==> config.mk <==
export PLATFORM = sky130hd
export DESIGN_NAME = tmr_trio
export DESIGN_NICKNAME = d
export VERILOG_FILES = /design/src/rtl/tmr_pkg.sv /design/src/rtl/tmr_tick_sel.sv /design/src/rtl/tmr_chan.sv /design/src/rtl/tmr_trio.sv
export SDC_FILE = /design/constraint.sdc
export NUM_CORES = 1
export LEC_CHECK = 0
export CAP_MARGIN = 30
export CORE_MARGIN = 4
export CORE_UTILIZATION = 35
export CTS_CLUSTER_DIAMETER = 40
export DETAILED_ROUTE_END_ITERATION = 12
export PLACE_DENSITY_LB_ADDON = 0.3
export SLEW_MARGIN = 20
export SYNTH_ARGS = -nofsm -noshare
export SYNTH_HDL_FRONTEND = slang
export SYNTH_SLANG_ARGS = --single-unit
==> constraint.sdc <==
create_clock -name clk -period 2.55 [get_ports clk]
set_input_delay 0.255 -clock clk [delete_from_list [all_inputs] [get_ports clk]]
set_output_delay 0.255 -clock clk [all_outputs]
set_load 0.01 [all_outputs]
==> src/rtl/tmr_pkg.sv <==
package tmr_pkg;
  typedef enum logic [1:0] {
    MODE_SPLIT = 2'd0,
    MODE_PWM   = 2'd1,
    MODE_CASC  = 2'd2,
    MODE_CARR  = 2'd3
  } tmr_mode_e;

  function automatic tmr_mode_e tmr_decode(input logic [1:0] f1, input logic [1:0] f2);
    if (f1 == 2'b10 && f2 == 2'b10) return MODE_CASC;
    if (f1 == 2'b00 && f2 == 2'b01) return MODE_PWM;
    if (f1 == 2'b00 && f2 == 2'b11) return MODE_CARR;
    return MODE_SPLIT;
  endfunction
endpackage

==> src/rtl/tmr_tick_sel.sv <==
module tmr_tick_sel #(
  parameter int NTAP = 4,
  parameter int SELW = $clog2(NTAP)
) (
  input  logic [NTAP-1:0] taps_i,
  input  logic [SELW-1:0] sel_i,
  output logic            tick_o
);
  always_comb tick_o = taps_i[sel_i];
endmodule

==> src/rtl/tmr_chan.sv <==
module tmr_chan #(
  parameter int W = 8
) (
  input  logic         clk,
  input  logic         rst_n,
  input  logic         clr_i,
  input  logic         load0_i,
  input  logic         step_i,
  input  logic         tog_i,
  output logic [W-1:0] cnt_o,
  output logic         tff_o
);
  logic [W-1:0] cnt_d;
  logic         tff_d;
  logic         en;

  // next state: clear beats reload-to-zero beats step
  always_comb begin
    cnt_d = cnt_o;
    tff_d = tff_o;
    if (clr_i) begin
      cnt_d = '0;
      tff_d = 1'b0;
    end else begin
      if (load0_i)     cnt_d = '0;
      else if (step_i) cnt_d = cnt_o + 1'b1;
      if (tog_i)       tff_d = ~tff_o;
    end
    en = clr_i | load0_i | step_i | tog_i;
  end

  always_ff @(posedge clk or negedge rst_n) begin
    if (!rst_n) begin
      cnt_o <= '0;
      tff_o <= 1'b0;
    end else if (en) begin
      cnt_o <= cnt_d;
      tff_o <= tff_d;
    end
  end
endmodule

==> src/rtl/tmr_trio.sv <==
module tmr_trio
  import tmr_pkg::*;
#(
  parameter int W    = 8,
  parameter int NTAP = 4,
  parameter int SELW = $clog2(NTAP)
) (
  input  logic              clk,
  input  logic              rst_n,
  input  logic [NTAP-1:0]   tick_i,
  input  logic [3*SELW-1:0] csel_i,
  input  logic [1:0]        mode1_i,
  input  logic [1:0]        mode2_i,
  input  logic [2:0]        mod_we_i,
  input  logic              hi_we_i,
  input  logic [W-1:0]      wdata_i,
  input  logic [2:0]        start_i,
  input  logic [2:0]        oe_i,
  input  logic              nrz_buf_i,
  output logic [2:0]        tout_o,
  output logic [2:0]        irq_o
);
  localparam int NCH = 3;

  tmr_mode_e               mode;
  logic                    casc, pwm, carr;
  logic [NCH-1:0]          tk, clr, step, load, tog;
  logic [W-1:0]            cnt_q [NCH];
  logic [NCH-1:0]          tff_q;
  logic [NCH-1:0][W-1:0]   modr_q;
  logic [W-1:0]            hi_q;
  logic                    nrz_q, nrz_d;
  logic [NCH-1:0]          irq_d;
  logic                    hit0, hit1, hit2, full16, carry, wrap2;
  logic [W-1:0]            cmp2;

  for (genvar n = 0; n < NCH; n++) begin : g_ch
    tmr_tick_sel #(.NTAP(NTAP), .SELW(SELW)) u_sel (
      .taps_i (tick_i),
      .sel_i  (csel_i[n*SELW +: SELW]),
      .tick_o (tk[n])
    );
    tmr_chan #(.W(W)) u_chan (
      .clk     (clk),
      .rst_n   (rst_n),
      .clr_i   (clr[n]),
      .load0_i (load[n]),
      .step_i  (step[n]),
      .tog_i   (tog[n]),
      .cnt_o   (cnt_q[n]),
      .tff_o   (tff_q[n])
    );
  end

  // compare and sequencing
  always_comb begin
    mode   = tmr_decode(mode1_i, mode2_i);
    casc   = (mode == MODE_CASC);
    pwm    = (mode == MODE_PWM);
    carr   = (mode == MODE_CARR);

    clr    = {start_i[2] | (casc & start_i[1]), start_i[1], start_i[0]};

    hit0   = tk[0] & (cnt_q[0] == modr_q[0]);
    full16 = ({cnt_q[2], cnt_q[1]} == {modr_q[2], modr_q[1]});
    hit1   = tk[1] & (casc ? full16 : (cnt_q[1] == modr_q[1]));
    carry  = casc & tk[1] & ~full16 & (&cnt_q[1]);
    cmp2   = (carr & tff_q[2]) ? hi_q : modr_q[2];
    hit2   = tk[2] & ~casc & ~pwm & (cnt_q[2] == cmp2);
    wrap2  = pwm & tk[2] & (&cnt_q[2]);

    step[0] = tk[0] & ~hit0;
    load[0] = hit0;
    tog[0]  = hit0;
    step[1] = tk[1] & ~hit1;
    load[1] = hit1;
    tog[1]  = hit1;
    step[2] = casc ? carry : (pwm ? tk[2] : (tk[2] & ~hit2));
    load[2] = casc ? hit1 : hit2;
    tog[2]  = hit2;

    irq_d  = {hit2 | wrap2, hit1, hit0} & ~clr;
    nrz_d  = (carr & hit1) ? nrz_buf_i : nrz_q;
  end

  always_ff @(posedge clk or negedge rst_n) begin
    if (!rst_n) begin
      modr_q <= '1;
      hi_q   <= '1;
      nrz_q  <= 1'b0;
      irq_o  <= '0;
    end else begin
      for (int n = 0; n < NCH; n++)
        if (mod_we_i[n]) modr_q[n] <= wdata_i;
      if (hi_we_i) hi_q <= wdata_i;
      nrz_q <= nrz_d;
      irq_o <= irq_d;
    end
  end

  always_comb begin
    tout_o[0] = oe_i[0] & tff_q[0];
    tout_o[1] = oe_i[1] & tff_q[1];
    if (pwm)       tout_o[2] = oe_i[2] & (cnt_q[2] < modr_q[2]);
    else if (carr) tout_o[2] = oe_i[2] & tff_q[2] & nrz_q;
    else           tout_o[2] = oe_i[2] & tff_q[2];
  end
endmodule

==> run_results.csv, run 1 <==
group,metric,value,unit
logic_synthesis,seq_area_frac_synth,0.442,
grt,antenna_found_initial,0,
setup_path,crit_type,"reg -> reg",
drt,viasPerCell,4.96,
placed_design,port_buffers,40,
cts,clkTransAtPathRegs,0.08,ns
cts,h-tree-depth,3,
logic_synthesis,yosys.area_share.simple,0.195,
setup_path,cp.arrival,2.74,ns
die,io_pins,41,
final_layout,area_growth,27.0,%
grt,grt_pass1_vias,2893,
drt,first_pass_iters,4,
cts,clock-root-buffer,"clkbuf_8",
drt,wl,8.62,mm
timing,worst_pin_slew,0.608,ns
drt,drc,0,
die,num_rows,37,
final_layout,drive_gt1_frac,0.306,
grt,grt_max_degree,27,
drt,vias,2768,
logic_synthesis,yosysMostFrequentCell,"dfstp_2",
cts,cts_tree,"yes",
timing,worst_hold_slack,0.465,ns
outcome,status,"complete, no violations",
setup_path,rr_worst_depth,10,
logic_synthesis,synthMuxAreaShare,0.0949,
timing,fin_crit_sh,0.974,
final_layout,fin_area,0.00464,mm²
timing,rsz0062_at_grt,"false",
timing,finClkSkew,0.0127,ns
setup_path,cp-end-kind,"register",
grt,grt_usage,0.154,
logic_synthesis,synth_edf_count,0,
grt,grtUsageMet3,0.0315,
drt,drt-initial-drc-count,101,
logic_synthesis,synth_fp_nets,388,
logic_synthesis,synth-xor-area-share,0.0887,
timing,setup_viol,0,
cts,numCtsBuffers,9,
final_layout,fin_nets,463,
logic_synthesis,ys_types,57,
setup_path,max_stage_delay,0.53,ns
power,peakVddDrop,0.000311,V
drt,antenna_left,0,
logic_synthesis,synth_top_family_by_area,"simple AND/OR/NAND/NOR gates",
logic_synthesis,synth_top_cell_by_area,"dfstp_2",
logic_synthesis,synth_common_cells,"dfstp_2, dfrtp_1, nand2_1, nor2_1",
setup_path,worstPathCellList,"inv_1, ha_4, buf_4, nand4_1, or2_4, nor3_4, nor4_4, a311o_1, and3_1, a211oi_2",
grt,grt.busiest_layer,"met2",
setup_path,rr_startpoint,"modr_q[21]",
grt,grt.met1_usage,0.197,
die,die_w,110,µm
final_layout,fillers,982,
setup_path,cp.required,2.81,ns
timing,fin_crit,2.48,ns
die,dieArea,0.0121,mm²
logic_synthesis,yosys-top-cells-area,"dfstp_2, dfrtp_1, mux2_2, xor2_1, ha_1",
grt,met2_usage,0.256,
logic_synthesis,synthAdderAreaFrac,0.0377,
setup_path,crit_fanout,2,
placed_design,hpwl,6.65,mm
logic_synthesis,postSynth.asyncResetShare,1.00,
logic_synthesis,ys_seq_elements,63,
logic_synthesis,synth_compound_area_frac,0.115,
timing,finalMaxSlewViolations,0,
power,power-per-cell-area,524,mW/mm²
run,cap_viol_max_count,0,
cts,cts_sinks,63,
logic_synthesis,yosysWarnings,0,
timing,relSlewSlack,0.595,
placed_design,gp_congestion,0.869,
setup_path,critPathLaunchType,"register",
drt,drt-wirelength-per-cell,15.4,µm
power,leakage,1.88,nW
setup_path,regToRegEndpoint,"g_ch[2].u_chan.cnt_o[3]",
placed_design,dpl-instance-area,0.00440,mm²
grt,grt_pass1_wl,14.2,mm
die,core,0.0102,mm²
min_path,hp-class,"in -> async",
logic_synthesis,avgSynthCellArea,10.7,µm²
final_layout,diodes,0,
logic_synthesis,syn_area,0.00365,mm²
grt,grt_overflow,0,
logic_synthesis,synthFlopType,"dfstp_2",
logic_synthesis,synthCells,342,
die,die_h,110,µm
cts,clk_path_buf_depth,2,
timing,fmax,403,MHz
setup_path,rrSetupSlack,0.07,ns
logic_synthesis,synth_top_area_share,0.230,
timing,hold_viol,0,
die,initial_utilization,0.357,
setup_path,cp_slowest_cell,"dfstp_2",
cts,clk_latency,0.34,ns
cts,post_cts_buffers,0,
cell usage in the layout, fill, tap and decap left out, types with 4 or more instances in the layout:
| master | n |
|---|---|
| a21oi_1 | 11 |
| and3_1 | 5 |
| nor2_1 | 24 |
| o21ai_0 | 13 |
| nand3_1 | 11 |
| nand4_1 | 8 |
| buf_4 | 28 |
| dfrtp_1 | 31 |
| nand2b_1 | 8 |
| clkbuf_8 | 10 |
| mux2_2 | 23 |
| nor3_1 | 4 |
| nand2_1 | 30 |
| inv_1 | 16 |
| ha_1 | 10 |
| xor2_1 | 23 |
| nor2b_1 | 7 |
| xnor2_1 | 14 |
| o211ai_1 | 7 |
| clkdlybuf4s50_1 | 38 |
| dfstp_2 | 32 |
layout make-up:
| type | count | area, µm² | share of cell area |
|---|---|---|---|
| sequential | 63 | 1620 | 0.348 |
| multi-input combinational | 255 | 1970 | 0.425 |
| timing repair buffer | 69 | 611 | 0.132 |
| inverter | 19 | 71.3 | 0.0154 |
| tap | 136 | 170 | 0.0367 |
| clock buffer | 11 | 141 | 0.0305 |
| clock inverter | 5 | 58.8 | 0.0127 |
registers in the layout, summed over array words and instances, names as in the netlist:
| name | count |
|---|---|
| modr_q | 24 |
| g_ch.u_chan.cnt_o | 24 |
| nrz_q | 1 |
| g_ch.u_chan.tff_o | 3 |
| hi_q | 8 |
| irq_o | 3 |
cells by family (layout without fill, tap and decap cells):
group                    after synthesis  after routing
XOR/XNOR                              37             37
adder cells (fa/ha/maj)               11             11
multiplexers                          28             28
AO/OA/AOI/OAI                         57             57
buffers and inverters                 24            104
AND/OR/NAND/NOR                      122            122
flip-flops                            63             63
routing by layer:
metal  wire, µm  up-vias  share of wire
li1           -     1367              -
met1       3890     1334           0.45
met2       4190       58           0.49
met3        421        9          0.049
met4        109        0          0.013
met5          0        -              0
worst max-delay path by stage:
stage	start	endpoint	slack [ns]	cells past startpoint
3_5_place_dp	modr_q[21]	tout_o[2]	-0.04	9
4_1_cts	modr_q[21]	tout_o[2]	0.02	9
6_report	modr_q[21]	g_ch[2].u_chan.cnt_o[3]	0.07	10
5_1_grt	modr_q[21]	g_ch[2].u_chan.cnt_o[3]	0.008	10
2_1_floorplan	modr_q[22]	g_ch[2].u_chan.cnt_o[3]	0.13	9
3_3_place_gp	modr_q[21]	tout_o[2]	-0.04	9
worst max-delay path: cells and delay by family (launching register included):
family                     cells  cell delay [ns]
AOI/OAI and AO/OA              2             0.54
adders and majority gates      1             0.28
buffers and inverters          2             0.16
DFF                            1             0.53
and+or+nand+nor                5             0.90
through the flow:
step / power [mW] / worst slack [ns] / util / instances / TNS, ns
finish: 2.43 / 0.0671 / 0.453 / 558 / 0
CTS: 2.46 / 0.0233 / 0.452 / 558 / 0
detailed placement: 1.56 / -0.0403 / 0.430 / 541 / -0.0774
floorplan: 1.37 / 0.132 / - / 342 / 0
global route: 2.55 / 0.00759 / 0.453 / 558 / 0
global placement: 1.55 / -0.0363 / 0.430 / 541 / -0.0363
report_power, final:
part	switching, mW	internal, mW	leakage [nW]
sequential	0.0484	1.10	0.765
combinational	0.195	0.200	1.02
clock	0.411	0.478	0.0955
total	0.654	1.78	1.88
repair_timing:
| action | in CTS | in global routing |
|---|---|---|
| endpoints found under the hold margin | 12 | 0 |
| gates cloned | 0 | 0 |
| hold buffers | 1 | 0 |
| setup endpoints to repair | 3 | 2 |
| gates resized for setup | 7 | 6 |
| pin swaps | 1 | 2 |
(Power assumes the default switching activity.)
==> inputs of run 2 (changes only) <==
Settings changed: CORE_MARGIN 4 to default.
==> run 2 against run 1 <==
Critical path depth decreased by 1. Largest cell class unchanged. Final area unchanged. Wire length decreased by 3.2%. Final cell count decreased by 1.4%. Clock-buffer cell count decreased by 1. Highest routed layer unchanged. Clock skew decreased by 0.0023 ns.
==> run_results.csv, run 2 (synthesis gave the netlist of run 1 again) <==
group,metric,value,unit
cts,cts_tree,"yes",
drt,drt-wirelength-per-cell,15.2,µm
grt,grt_pass1_wl,14.2,mm
final_layout,diodes,0,
placed_design,dp_slack,0.0165,ns
power,p_clk_frac,0.397,
cts,h-tree-depth,3,
setup_path,critPathLaunchType,"register",
die,initial_utilization,0.367,
power,pwr-share-comb,0.152,
final_layout,area_growth,27.0,%
die,core,0.00995,mm²
cts,clk_latency,0.35,ns
setup_path,cp-end-kind,"primary output",
timing,relSlewSlack,0.696,
cts,numCtsBuffers,9,
power,leakage,1.89,nW
final_layout,fin_nets,458,
final_layout,final_common_cell,"clkdlybuf4s50_1",
power,peakVddDrop,0.000199,V
setup_path,rr_worst_depth,9,
grt,grt_pass1_vias,2847,
timing,worst_pin_slew,0.455,ns
grt,grt_max_degree,50,
drt,drc,0,
grt,grt_overflow,0,
timing,fin_crit,2.40,ns
grt,met2_usage,0.268,
die,die_w,104,µm
power,p_sw_frac,0.263,
placed_design,port_buffers,40,
final_layout,drive_gt1_frac,0.297,
timing,hold_viol,0,
placed_design,gp_congestion,0.863,
timing,fmax,417,MHz
grt,grt.busiest_layer,"met2",
drt,vias,2786,
drt,wl,8.34,mm
setup_path,cp.required,2.30,ns
cts,clkTransAtPathRegs,0.08,ns
setup_path,rrSetupSlack,0.16,ns
final_layout,fillers,964,
drt,antenna_left,0,
setup_path,crit_type,"reg -> out",
final_layout,mostFrequentLayoutCells,"clkdlybuf4s50_1, dfstp_2, dfrtp_1",
placed_design,hpwl,6.36,mm
die,dieArea,0.0109,mm²
cts,clk_path_buf_depth,2,
setup_path,crit_start,"modr_q[17]",
setup_path,setup.worst_path.end,"tout_o[2]",
cts,cts_sinks,63,
setup_path,rr_startpoint,"modr_q[23]",
grt,grt.met1_usage,0.216,
timing,setup_slack,0.150,ns
timing,fin_crit_sh,0.941,
final_layout,regArea,0.00162,mm²
timing,tns,0,ns
grt,grt_usage,0.166,
die,io_pins,41,
die,die_h,104,µm
final_layout,fin_util,0.466,
power,p_int,1.87,mW
cts,clock-root-buffer,"clkbuf_8",
setup_path,cp.arrival,2.15,ns
drt,first_pass_iters,5,
drt,drt-initial-drc-count,110,
final_layout,multiInputGateArea,0.00197,mm²
timing,finalMaxSlewViolations,0,
final_layout,top_regs,"g_ch.u_chan.cnt_o (24), modr_q (24), hi_q (8)",
timing,finClkSkew,0.0105,ns
outcome,status,"complete, no violations",
setup_path,regToRegEndpoint,"g_ch[2].u_chan.cnt_o[3]",
timing,setup_viol,0,
die,num_rows,36,
power,switchingPower,0.668,mW
grt,antenna_found_initial,0,
timing,rsz0062_at_grt,"false",
grt,grtUsageMet3,0.0432,
setup_path,crit_fanout,3,
drt,viasPerCell,5.07,
run,cap_viol_max_count,0,
power,power-per-cell-area,548,mW/mm²
power,pwr-share-seq,0.451,
min_path,hp-class,"in -> async",
-- run 2: cell types whose count changed in the layout (fill, tap and decap cells not counted) --
cell / before / now
buf_12: 0 / 1
buf_4: 28 / 22
clkbuf_1: 1 / 0
inv_6: 0 / 1
bufinv_16: 1 / 2
clkinvlp_4: 2 / 0
clkinv_4: 1 / 2
inv_2: 3 / 2
inv_1: 16 / 17
-- run 2: final cells by class --
cell class | instances | share of cell area
well taps | 133 | 0.0359
clock inverters | 6 | 0.0197
multi-input cells | 255 | 0.425
flip-flops and latches | 63 | 0.348
inverters | 19 | 0.0154
clock buffers | 10 | 0.0297
repair buffers | 64 | 0.126
-- run 2: how the worst min path moves through the flow --
| stage | start | end | slack (ns) | depth (start not counted) |
|---|---|---|---|---|
| 6_report | rst_n | irq_o[2] | 0.35 | 2 |
| 4_1_cts | rst_n | irq_o[2] | 0.36 | 2 |
| 2_1_floorplan | rst_n | g_ch[0].u_chan.cnt_o[0] | -0.04 | 0 |
| 5_1_grt | rst_n | g_ch[1].u_chan.cnt_o[0] | 0.37 | 2 |
| 3_3_place_gp | rst_n | g_ch[2].u_chan.tff_o | 0.20 | 1 |
| 3_5_place_dp | rst_n | g_ch[2].u_chan.tff_o | 0.20 | 1 |
-- run 2: per-stage QoR --
| step | hold slack [ns] | area (µm²) | total power [mW] | std cells |
|---|---|---|---|---|
| after global routing | 0.374 | 4640 | 2.66 | 550 |
| final | 0.354 | 4640 | 2.54 | 550 |
| after global placement | 0.201 | 4370 | 1.54 | 532 |
| after floorplan | -0.0406 | 3650 | 1.37 | 342 |
| after CTS | 0.363 | 4610 | 2.57 | 549 |
| after detailed placement | 0.201 | 4370 | 1.55 | 532 |
-- run 2: metal layers --
| metal | part of all wire | up-vias | wire [µm] |
|---|---|---|---|
| li1 | - | 1355 | - |
| met5 | 0 | - | 0 |
| met3 | 0.028 | 16 | 237 |
| met4 | 0.016 | 0 | 136 |
| met1 | 0.47 | 1362 | 3950 |
| met2 | 0.48 | 53 | 4020 |
-- run 2: repair_timing --
action | CTS | global route
buffers inserted | 0 | 1
gates resized for setup | 6 | 6
pin swaps | 0 | 2
setup endpoints to repair | 2 | 3
hold buffers | 1 | 0
hold endpoints to repair | 14 | 0
-- run 2: power groups by stage --
stage	Sequential, mW	Clock [mW]	Combinational [mW]
final	1.15	1.01	0.385
after global routing	1.16	1.07	0.427
after CTS	1.15	1.03	0.387
after detailed placement	1.16	0	0.382
after global placement	1.16	0	0.378
after floorplan	1.15	0	0.219
-- run 2: critical path: stages, from the launching register on --
cell and delay, ns:
dfstp_2 0.55, inv_1 0.05, ha_1 0.28, nor2b_1 0.13, o21ai_0 0.15, nand2b_1 0.07
a21oi_1 0.19, o21ai_1 0.10, a21boi_1 0.15, buf_2 0.14
==> inputs of run 3 (changes only) <==
Settings changed: REMOVE_ABC_BUFFERS from default to 1.
==> run 3 against run 2 <==
Sequential cell count unchanged. Clock power is 21% lower. Final cell count increased by 0.55%. Non-clock buffer count grew 3. Maximum frequency increased by 0.57%. Global-route usage up 0.52 points. Die area stayed put. Worst hold slack got worse by 0.29 ns. Final area decreased by 1.1%. Clock-buffer cell count is 2 higher.
==> run_results.csv, run 3 (synthesis gave the netlist of run 1 again) <==
group,metric,value,unit
grt,grt_overflow,0,
drt,drc,0,
placed_design,gp_congestion,0.846,
setup_path,cp.arrival,2.65,ns
power,power-per-cell-area,509,mW/mm²
setup_path,crit_fanout,2,
outcome,status,"complete, no violations",
setup_path,cp-end-kind,"register",
cts,cts_tree,"yes",
min_path,hp-class,"in -> async",
cts,clk_latency,0.35,ns
drt,viasPerCell,5.11,
final_layout,final_common_cell,"clkdlybuf4s50_1",
timing,rsz0062_at_grt,"false",
die,die_w,104,µm
cts,clkTransAtPathRegs,0.07,ns
timing,tns,0,ns
setup_path,crit_type,"reg -> reg",
die,dieArea,0.0109,mm²
final_layout,fin_nets,461,
drt,antenna_left,0,
final_layout,area_growth,25.6,%
timing,fmax,419,MHz
drt,met1_length,4.14,mm
cts,h-tree-depth,3,
final_layout,fillers,937,
final_layout,diodes,0,
drt,top_layer_used,"met4",
grt,grt_max_degree,64,
cts,clock-root-buffer,"clkbuf_8",
timing,hold_viol,0,
drt,vias,2828,
timing,relSlewSlack,0.458,
drt,first_pass_iters,5,
die,die_h,104,µm
setup_path,regToRegEndpoint,"g_ch[2].u_chan.cnt_o[3]",
grt,grt_pass1_vias,2928,
run,cap_viol_max_count,0,
cts,clk_path_buf_depth,2,
final_layout,drive_gt1_frac,0.298,
die,initial_utilization,0.367,
final_layout,top_regs,"g_ch.u_chan.cnt_o (24), modr_q (24), hi_q (8)",
cts,hold_buffers,0,
power,finalPower,2.34,mW
cts,numCtsBuffers,9,
timing,fin_crit,2.39,ns
timing,worst_hold_slack,0.0593,ns
drt,drt-wirelength-per-cell,15.6,µm
setup_path,rr_worst_depth,9,
drt,met3_wirelength,375,µm
timing,worst_pin_slew,0.814,ns
power,peakVddDrop,0.000347,V
drt,wl,8.64,mm
drt,drt-initial-drc-count,132,
placed_design,hpwl,6.49,mm
cts,cts_sinks,63,
timing,finClkSkew,0.00808,ns
setup_path,rr_startpoint,"modr_q[23]",
die,num_rows,36,
timing,finalMaxSlewViolations,0,
die,core,0.00995,mm²
setup_path,cp.required,2.81,ns
grt,grt_usage,0.171,
timing,setup_viol,0,
power,leakage,1.87,nW
grt,antenna_found_initial,0,
placed_design,port_buffers,40,
setup_path,critPathLaunchType,"register",
die,io_pins,41,
drt,met2_length,4.02,mm
grt,grt_pass1_wl,14.5,mm
timing,fin_crit_sh,0.936,
setup_path,rrSetupSlack,0.16,ns
final_layout,mostFrequentLayoutCells,"clkdlybuf4s50_1, dfstp_2, dfrtp_1",
run 3: cell count changes in the layout (fill, tap and decap cells not counted), sizes merged:
cell	previous run	this run
buf	25	29
bufinv	2	0
dlygate4sd3	1	0
clkinvlp	0	1
clkinv	3	2
clkbuf	10	12
run 3: what timing repair did:
action / 4_1_cts / 5_1_grt
resized for setup: 6 / 5
buffers inserted: 0 / 1
cloned: 0 / 0
setup endpoints to repair: 1 / 3
pin swaps: 0 / 2
run 3: worst max path at each step:
stage | startpoint | end | slack [ns] | cells past startpoint
global route | modr_q[23] | g_ch[2].u_chan.cnt_o[3] | 0.05 | 9
global placement | modr_q[21] | tout_o[2] | 0.003 | 9
floorplan | modr_q[22] | g_ch[2].u_chan.cnt_o[3] | 0.08 | 9
CTS | modr_q[21] | g_ch[2].u_chan.cnt_o[3] | 0.02 | 9
finish | modr_q[23] | g_ch[2].u_chan.cnt_o[3] | 0.16 | 9
detailed placement | modr_q[21] | tout_o[2] | -0.01 | 9
run 3: metrics by stage:
stage               instance area, µm²  cells   util  setup WS (ns)
finish                            4590    553  0.461          0.163
global placement                  4380    536  0.440        0.00263
detailed placement                4380    536  0.440        -0.0115
floorplan                         3630    337      -         0.0844
CTS                               4550    552  0.458         0.0210
global route                      4590    553  0.461         0.0506
run 3: worst max-delay path, cell delays in order, from the launching register on:
cell,delay (ns)
dfstp_2,0.53
inv_1,0.05
ha_1,0.29
nand4_1,0.15
or2_4,0.30
nor3_4,0.17
nor4_4,0.08
a311o_1,0.34
and3_1,0.20
a211oi_2,0.19
run 3: layer usage:
metal,track usage,vias up
met4,0.0541,0
met1,0.235,1401
met2,0.262,63
met5,0,-
li1,-,1354
met3,0.0464,10
run 3: cell type report:
class                      count  area [µm²]  area share
clock inverter                 4        30.0     0.00654
multi-input combinational    255        1970       0.429
sequential                    63        1620       0.352
clock buffer                  12         145      0.0316
timing repair buffer          67         593       0.129
tap                          133         166      0.0363
inverter                      19        71.3      0.0155
run 3: report_power, final:
part | leakage (nW) | switching, mW | internal [mW]
Combinational | 1.01 | 0.198 | 0.198
Sequential | 0.765 | 0.0493 | 1.10
Clock | 0.0870 | 0.411 | 0.383
Total | 1.87 | 0.658 | 1.68
